File: config.mk
export PLATFORM = sky130hd
export DESIGN_NAME = mul_slice
export DESIGN_NICKNAME = d
export VERILOG_FILES = /design/src/rtl/mul_slice_pkg.sv /design/src/rtl/mul_in_reg.sv /design/src/rtl/mul_lane.sv /design/src/rtl/mul_core.sv /design/src/rtl/mul_out_reg.sv /design/src/rtl/mul_slice.sv
export SDC_FILE = /design/constraint.sdc
export NUM_CORES = 1
export LEC_CHECK = 0
export ABC_AREA = 1
export BUFFER_PORTS_ARGS = -buffer_cell sky130_fd_sc_hd__buf_4
export CAP_MARGIN = 0
export CORE_ASPECT_RATIO = 1.1
export CORE_UTILIZATION = 61
export DETAILED_ROUTE_END_ITERATION = 12
export GPL_ROUTABILITY_DRIVEN = 0
export PLACE_DENSITY_LB_ADDON = 0.3
export SLEW_MARGIN = 0
export SYNTH_ARGS = -nofsm -noshare
export SYNTH_HDL_FRONTEND = slang
export SYNTH_SLANG_ARGS = --single-unit
File: constraint.sdc
create_clock -name clk_i -period 6.85 [get_ports clk_i]
set_input_delay 2.055 -clock clk_i [delete_from_list [all_inputs] [get_ports clk_i]]
set_output_delay 2.055 -clock clk_i [all_outputs]
set_load 0.005 [all_outputs]
File: src/rtl/mul_slice_pkg.sv
package mul_slice_pkg;
    // Default operand width of the slice and widths derived from it
    localparam int OP_W   = 18;
    localparam int HALF_W = OP_W / 2;
    localparam int PROD_W = 2 * OP_W;

    // Multiplier arrangement
    typedef enum logic {
        MODE_WIDE  = 1'b0,   // one OP_W x OP_W product
        MODE_SPLIT = 1'b1    // two HALF_W x HALF_W products in parallel
    } mul_mode_e;
endpackage

File: src/rtl/mul_in_reg.sv
// Optional input register for one operand together with its sign control.
module mul_in_reg #(
    parameter int W        = 18,
    parameter bit REGISTER = 1'b1
) (
    input  logic         clk_i,
    input  logic         clr_i,
    input  logic         ena_i,
    input  logic [W-1:0] data_i,
    input  logic         sgn_i,
    output logic [W-1:0] data_o,
    output logic         sgn_o
);
    generate
        if (REGISTER) begin : g_reg
            typedef struct packed {
                logic [W-1:0] data;
                logic         sgn;
            } stage_t;

            stage_t st_d, st_q;

            always_comb begin
                st_d = st_q;
                if (ena_i) begin
                    st_d.data = data_i;
                    st_d.sgn  = sgn_i;
                end
            end

            always_ff @(posedge clk_i or posedge clr_i) begin
                if (clr_i) st_q <= '0;
                else       st_q <= st_d;
            end

            assign data_o = st_q.data;
            assign sgn_o  = st_q.sgn;
        end else begin : g_bypass
            assign data_o = data_i;
            assign sgn_o  = sgn_i;
        end
    endgenerate
endmodule

File: src/rtl/mul_lane.sv
// One exact W x W multiply with per-operand signedness.
// Each operand gets one extra bit (its sign or zero), and is then widened to
// the product width; the low 2W bits of that product are exact for all four
// sign combinations.
module mul_lane #(
    parameter int W = 18,
    localparam int PW = 2 * W
) (
    input  logic [W-1:0]  a_i,
    input  logic [W-1:0]  b_i,
    input  logic          sa_i,
    input  logic          sb_i,
    output logic [PW-1:0] p_o
);
    logic          a_top, b_top;
    logic [PW-1:0] a_ext, b_ext;

    always_comb begin
        a_top = sa_i & a_i[W-1];
        b_top = sb_i & b_i[W-1];
        a_ext = {{W{a_top}}, a_i};
        b_ext = {{W{b_top}}, b_i};
        p_o   = a_ext * b_ext;
    end
endmodule

File: src/rtl/mul_core.sv
// Arranges lanes as one wide multiplier or as two half-width multipliers.
module mul_core #(
    parameter int                      W    = 18,
    parameter mul_slice_pkg::mul_mode_e MODE = mul_slice_pkg::MODE_WIDE,
    localparam int PW = 2 * W
) (
    input  logic [W-1:0]  a_i,
    input  logic [W-1:0]  b_i,
    input  logic          sa_i,
    input  logic          sb_i,
    output logic [PW-1:0] p_o
);
    localparam int NLANE = (MODE == mul_slice_pkg::MODE_SPLIT) ? 2 : 1;
    localparam int LW    = W / NLANE;

    generate
        for (genvar l = 0; l < NLANE; l++) begin : g_lane
            mul_lane #(.W(LW)) u_lane (
                .a_i  (a_i[l*LW +: LW]),
                .b_i  (b_i[l*LW +: LW]),
                .sa_i (sa_i),
                .sb_i (sb_i),
                .p_o  (p_o[l*2*LW +: 2*LW])
            );
        end
    endgenerate
endmodule

File: src/rtl/mul_out_reg.sv
// Optional output register built from NSEC equal sections.
module mul_out_reg #(
    parameter int PW       = 36,
    parameter int NSEC     = 1,
    parameter bit REGISTER = 1'b1
) (
    input  logic          clk_i,
    input  logic          clr_i,
    input  logic          ena_i,
    input  logic [PW-1:0] p_i,
    output logic [PW-1:0] p_o
);
    localparam int SW = PW / NSEC;

    generate
        if (REGISTER) begin : g_reg
            for (genvar s = 0; s < NSEC; s++) begin : g_sec
                logic [SW-1:0] sec_d, sec_q;

                always_comb begin
                    sec_d = ena_i ? p_i[s*SW +: SW] : sec_q;
                end

                always_ff @(posedge clk_i or posedge clr_i) begin
                    if (clr_i) sec_q <= '0;
                    else       sec_q <= sec_d;
                end

                assign p_o[s*SW +: SW] = sec_q;
            end
        end else begin : g_bypass
            assign p_o = p_i;
        end
    endgenerate
endmodule

File: src/rtl/mul_slice.sv
// Top of the mixed-sign multiplier slice.
module mul_slice #(
    parameter int                      OP_W     = mul_slice_pkg::OP_W,
    parameter mul_slice_pkg::mul_mode_e MODE     = mul_slice_pkg::MODE_WIDE,
    parameter bit                      REG_A    = 1'b1,
    parameter bit                      REG_B    = 1'b1,
    parameter bit                      REG_OUT  = 1'b1,
    parameter bit                      USE_SIGN = 1'b1,
    localparam int                     PROD_W   = 2 * OP_W
) (
    input  logic              clk_i,
    input  logic              clr_i,
    input  logic              ena_i,
    input  logic [OP_W-1:0]   a_i,
    input  logic [OP_W-1:0]   b_i,
    input  logic              a_signed_i,
    input  logic              b_signed_i,
    output logic [PROD_W-1:0] prod_o
);
    localparam int NSEC = (MODE == mul_slice_pkg::MODE_SPLIT) ? 2 : 1;

    logic              sa_in, sb_in;
    logic [OP_W-1:0]   a_m, b_m;
    logic              sa_m, sb_m;
    logic [PROD_W-1:0] p_raw;

    // Unused sign controls fall back to unsigned operands
    assign sa_in = USE_SIGN ? a_signed_i : 1'b0;
    assign sb_in = USE_SIGN ? b_signed_i : 1'b0;

    mul_in_reg #(.W(OP_W), .REGISTER(REG_A)) u_in_a (
        .clk_i  (clk_i),
        .clr_i  (clr_i),
        .ena_i  (ena_i),
        .data_i (a_i),
        .sgn_i  (sa_in),
        .data_o (a_m),
        .sgn_o  (sa_m)
    );

    mul_in_reg #(.W(OP_W), .REGISTER(REG_B)) u_in_b (
        .clk_i  (clk_i),
        .clr_i  (clr_i),
        .ena_i  (ena_i),
        .data_i (b_i),
        .sgn_i  (sb_in),
        .data_o (b_m),
        .sgn_o  (sb_m)
    );

    mul_core #(.W(OP_W), .MODE(MODE)) u_core (
        .a_i  (a_m),
        .b_i  (b_m),
        .sa_i (sa_m),
        .sb_i (sb_m),
        .p_o  (p_raw)
    );

    mul_out_reg #(.PW(PROD_W), .NSEC(NSEC), .REGISTER(REG_OUT)) u_out (
        .clk_i (clk_i),
        .clr_i (clr_i),
        .ena_i (ena_i),
        .p_i   (p_raw),
        .p_o   (prod_o)
    );
endmodule

==> impl_metrics.ini, run 1 <==
[layout]
multi_input_area_mm2 = 0.0123
drive_above_1_share_pct = 8.31
finalNetCount = 2690
fin_util_pct = 67.0
num_antenna_cells = 0
final_cell_mix = 613 x nand2_1, 610 x inv_1, 355 x fa_1
register_area_mm2 = 0.00185
areaGrowthSynthToFinish_pct = 7.61
final_common_cell = nand2_1
fillers = 2231

[clock_tree]
cts_sinks = 74
cts_hold_buffers = 0
path_clk_slew_ns = 0.08
cts_inserted_buffers = 9
post_cts_resized = 0
clk_latency_ns = 0.36
cts-root-buf = clkbuf_16
cts.htree.levels = 3
clockBufferDepth = 2
cts_tree = done
cts_setup_buffers = 0

[sta]
final.period_utilization_pct = 93.8
final.setup.tns_ns = 0
max_freq_ghz = 0.156
tightest_slew_ns = 0.967
finalSetupViolations = 0
rsz0062_at_grt = no
slew_violations = 0
min_period_ns = 6.42
hold_viol = 0
skew_ns = 0.0127
max_slew_margin_pct = 35.5

[critical_path]
arrival_ns = 6.67
crit_path_start_kind = flop
crit_type = reg -> reg
end_kind = flop
path_max_fanout = 7
required_ns = 7.10

[min_path]
hp-class = reg -> reg

[global_route]
grt_start_max_net_pins = 93
overflow = 0
grt_pass1_wl_um = 73500
grt_util_all_layers_pct = 33.8
grt_pass1_vias = 14800
antenna_found_initial = 1

[logic_synthesis]
synth_top_area_share_pct = 42.2
ys_ff_latch = 74
synthTopCellsByArea = fa_1 42%, nand2_1 14%, inv_1 14%, dfrtp_1 11%, ha_1 8.0%
synth.distinct_cells = 39
ys_seq_area_share_pct = 11.0
synth_warnings = 0
yosysTopAreaCell = fa_1
synth.avg_cell_area_um2 = 7.85
syn_nets = 2650
syn_area_mm2 = 0.0168
synthArstFlopShare_pct = 100
netlist_instances = 2146
synth-edff-count = 0
ys.flop_type = dfrtp_1

[floorplan]
chipWidth_um = 160
die_area_mm2 = 0.0283
core_area_mm2 = 0.0270
rows = 63
ios = 77
die_y_um = 176
start_util_pct = 62.3

[placed_design]
io_buffers = 76
hpwl_um = 37000

[detailed_routing]
viasPerCell = 5.37
wl_per_cell_um = 17.2
vias = 13700
drtAntennaViolNets = 0
drc_errors = 0
firstDrtPassIters = 6
drt_iter0_drc = 1022
wl_um = 43900

[status]
status = finished clean

[job]
cap_violations = 0
-- worst paths after layout --
kind,from,end,slack [ns],depth (start not counted)
setup / recovery,u_in_a.sgn_o,u_out.p_o[31],0.43,22
hold / removal,u_out.p_o[2],u_out.p_o[2],0.48,2
setup reg to reg,u_in_a.sgn_o,u_out.p_o[31],0.43,22
hold reg to reg,u_out.p_o[2],u_out.p_o[2],0.48,2
max in group asynchronous,clr_i,u_in_b.data_o[12],4.06,3
min in group asynchronous,clr_i,u_out.p_o[1],1.73,2
-- synth_stat cells, types with 7 or more instances --
library cell / instances
nand2_1: 613
dfrtp_1: 74
nor3_1: 7
a21oi_1: 27
o21ai_0: 37
nand4_1: 16
clkbuf_1: 72
inv_2: 8
nand2_2: 14
inv_1: 612
a31oi_1: 8
nor2_2: 7
nor2_1: 68
ha_1: 108
fa_1: 355
buf_1: 11
nand3_1: 59
-- area by class of cell --
cell class,instances,share of cell area [%]
multi-input cells,1362,67.8
inverters,620,12.8
flip-flops and latches,74,10.2
repair buffers,119,4.93
well taps,357,2.46
clock buffers,9,1.24
clock inverters,7,0.456
-- sequential cells by signal, summed over array words and instances, names as in the netlist --
register / cells
u_in_a.data_o: 18
u_in_a.sgn_o: 1
u_in_b.data_o: 18
u_in_b.sgn_o: 1
u_out.p_o: 36
-- metrics by stage --
stage          hold WS (ns)  setup WS [ns]  std cells  instance area, µm²
2_1_floorplan         0.464          0.781       2146               16800
3_3_place_gp          0.456          0.614       2532               17800
3_5_place_dp          0.460          0.417       2532               17800
4_1_cts               0.476          0.381       2548               18100
5_1_grt               0.507         0.0119       2548               18100
6_report              0.476          0.426       2548               18100
-- per-layer routing --
layer  track usage (%)  part of all wire, %  vias up
li1                  -                    -     6160
met1              40.0                   36     6732
met2              59.7                   51      630
met3              5.50                  7.8      162
met4              17.1                  5.6        2
met5                 0                0.030        -
-- critical path: stages, from the launching register on --
cell,delay (ns)
dfrtp_1,0.39
nand2_1,0.22
nor2_1,0.25
inv_1,0.13
fa_1,0.63
fa_1,0.85
inv_1,0.15
fa_1,0.49
fa_1,0.48
fa_1,0.53
inv_1,0.05
fa_1,0.48
inv_1,0.05
ha_1,0.27
ha_1,0.38
nand2_1,0.12
nor2_1,0.21
nand2_1,0.11
or2_1,0.26
nand3_1,0.09
nand2_1,0.05
nand3_1,0.07
nand2_1,0.06
-- logic make-up (layout without fill, tap and decap cells) --
kind of cell / count (synthesis) / count (layout) / share of synthesized area, %
xor gates and xnor gates: 8 / 8 / 0.416
and+or+nand+nor: 794 / 794 / 19.0
adders and majority gates: 463 / 463 / 50.2
buffers and inverters: 710 / 755 / 16.0
DFF: 74 / 74 / 11.0
AOI/OAI and AO/OA: 97 / 97 / 3.40
Power of run 1 is left out: the tool's default activity adds up to more than one toggle a clock period on the data nets, which glitch-free logic cannot reach.
==> run 2, diff against run 1 <==
==> constraint.sdc (replaced) <==
create_clock -name clk_i -period 8.1 [get_ports clk_i]
set_input_delay 2.43 -clock clk_i [delete_from_list [all_inputs] [get_ports clk_i]]
set_output_delay 2.43 -clock clk_i [all_outputs]
set_load 0.005 [all_outputs]
==> impl_metrics.ini, run 2 (synthesis results as in run 1) <==
[sta]
skew_ns = 0.0130
hold_viol = 0
worst_hold_slack_ns = 0.483
rsz0062_at_grt = no
slew_violations = 0
max_freq_ghz = 0.141
finalSetupViolations = 0
min_period_ns = 7.09
max_slew_margin_pct = 28.4
final.period_utilization_pct = 87.5
tightest_slew_ns = 1.07
final.setup.tns_ns = 0

[layout]
final_common_cell = nand2_1
num_antenna_cells = 0
final_cell_mix = 613 x nand2_1, 610 x inv_1, 355 x fa_1
finalNetCount = 2671
fin_util_pct = 66.7
areaGrowthSynthToFinish_pct = 7.07
largest_reg_flops = 36
drive_above_1_share_pct = 7.37
fin_cells = 2528

[global_route]
grt_start_max_net_pins = 93
grt_util_all_layers_pct = 34.2
grt_pass1_wl_um = 74100
overflow = 0
grt_pass1_vias = 14600
antenna_found_initial = 0

[critical_path]
crit_path_start_kind = flop
critPathMaxStageDelay_ns = 0.76
reg2reg_from = u_in_a.data_o[17]
required_ns = 8.33
path_max_fanout = 12
crit_path_start = u_in_a.data_o[17]
arrival_ns = 7.32
critPathSlowestCell = fa_1
path_buf_inv = 4
crit_type = reg -> reg
crit_chain = nand2_1 > nor2_1 > inv_1 > fa_1 > fa_1 > fa_1 > inv_1 > fa_1 > inv_1 > fa_1 > fa_1 > inv_1 > ha_1 > ha_1 > nand2_1 > nor3_1 > nand2_1 > nor3_1 > nand2_1 > nand2_1 > nand2_1 > nand3_1 > nand2_1
cpLargestDelayFamily = adder cells
worst_path_most_repeated_cell = nand2_1
end_kind = flop

[detailed_routing]
route.met2.wl_um = 22200
vias = 13700
viasPerCell = 5.44
met1_length_um = 16900
drc_errors = 0
top_layer = met4
drtAntennaViolNets = 0
wl_met3_um = 3600
wl_per_cell_um = 17.8
wl_um = 44900
firstDrtPassIters = 6
drt_iter0_drc = 1272

[min_path]
min-delay-start = u_out.p_o[5]
hp-class = reg -> reg

[clock_tree]
cts_tree = done
cts_inserted_buffers = 9
post_cts_resized = 0
clk_latency_ns = 0.36
path_clk_slew_ns = 0.07
clockBufferDepth = 2
cts_setup_buffers = 0
cts_sinks = 74
cts.htree.levels = 3
cts_hold_buffers = 0
cts-root-buf = clkbuf_16

[placed_design]
io_buffers = 76
hpwl_um = 37400
dp.cells = 2513

[floorplan]
rows = 63
chipWidth_um = 160
die_area_mm2 = 0.0283
core_area_mm2 = 0.0270
die_y_um = 176
start_util_pct = 62.3
ios = 77

[job]
cap_violations = 0

[status]
status = finished clean
-- run 2: cell types whose count changed in the layout (fill, tap and decap cells not counted), moves of 2 or more --
cell        delta
dfrtp_1        +2
inv_6          -2
clkinvlp_4     -2
buf_4         -19
dfrtp_2        -2
bufinv_16      +3
-- run 2: layout make-up --
class                           count  area, µm²
Sequential cell                    74       1850
Timing Repair Buffer              100        751
Multi-Input combinational cell   1362      12300
Clock inverter                      6        138
Inverter                          620       2330
Fill cell                        2229       9000
Tap cell                          357        447
Clock buffer                        9        225
-- run 2: routing by layer --
| metal | vias to the layer above | GRT usage, % |
|---|---|---|
| met5 | - | 0 |
| met1 | 6823 | 44.1 |
| met2 | 657 | 58.3 |
| met3 | 155 | 3.78 |
| li1 | 6113 | - |
| met4 | 0 | 16.0 |
-- run 2: path summary, 6_finish.rpt --
check,end,slack [ns],cells past startpoint
max in group asynchronous,u_in_b.data_o[9],5.00,3
hold reg to reg,u_out.p_o[5],0.48,2
setup / recovery,u_out.p_o[34],1.01,23
hold / removal,u_out.p_o[5],0.48,2
min in group asynchronous,u_in_b.data_o[2],2.39,3
setup reg to reg,u_out.p_o[34],1.01,23
-- run 2: stage by stage --
| stage | worst slack [ns] | area (µm²) |
|---|---|---|
| final | 1.01 | 18000 |
| after detailed placement | 1.26 | 17700 |
| after global placement | 1.30 | 17700 |
| after global routing | 0.638 | 18000 |
| after CTS | 1.14 | 18000 |
| after floorplan | 2.03 | 16800 |
-- run 2: worst register-to-register path, delay by kind of cell (launching register included) --
kind,cells,cell delay (ns)
adder cells (fa/ha/maj),8,4.23
buffers and inverters,4,0.55
flip-flops,1,0.42
AND/OR/NAND/NOR,11,1.78
Power of run 2 is left out for the same reason.
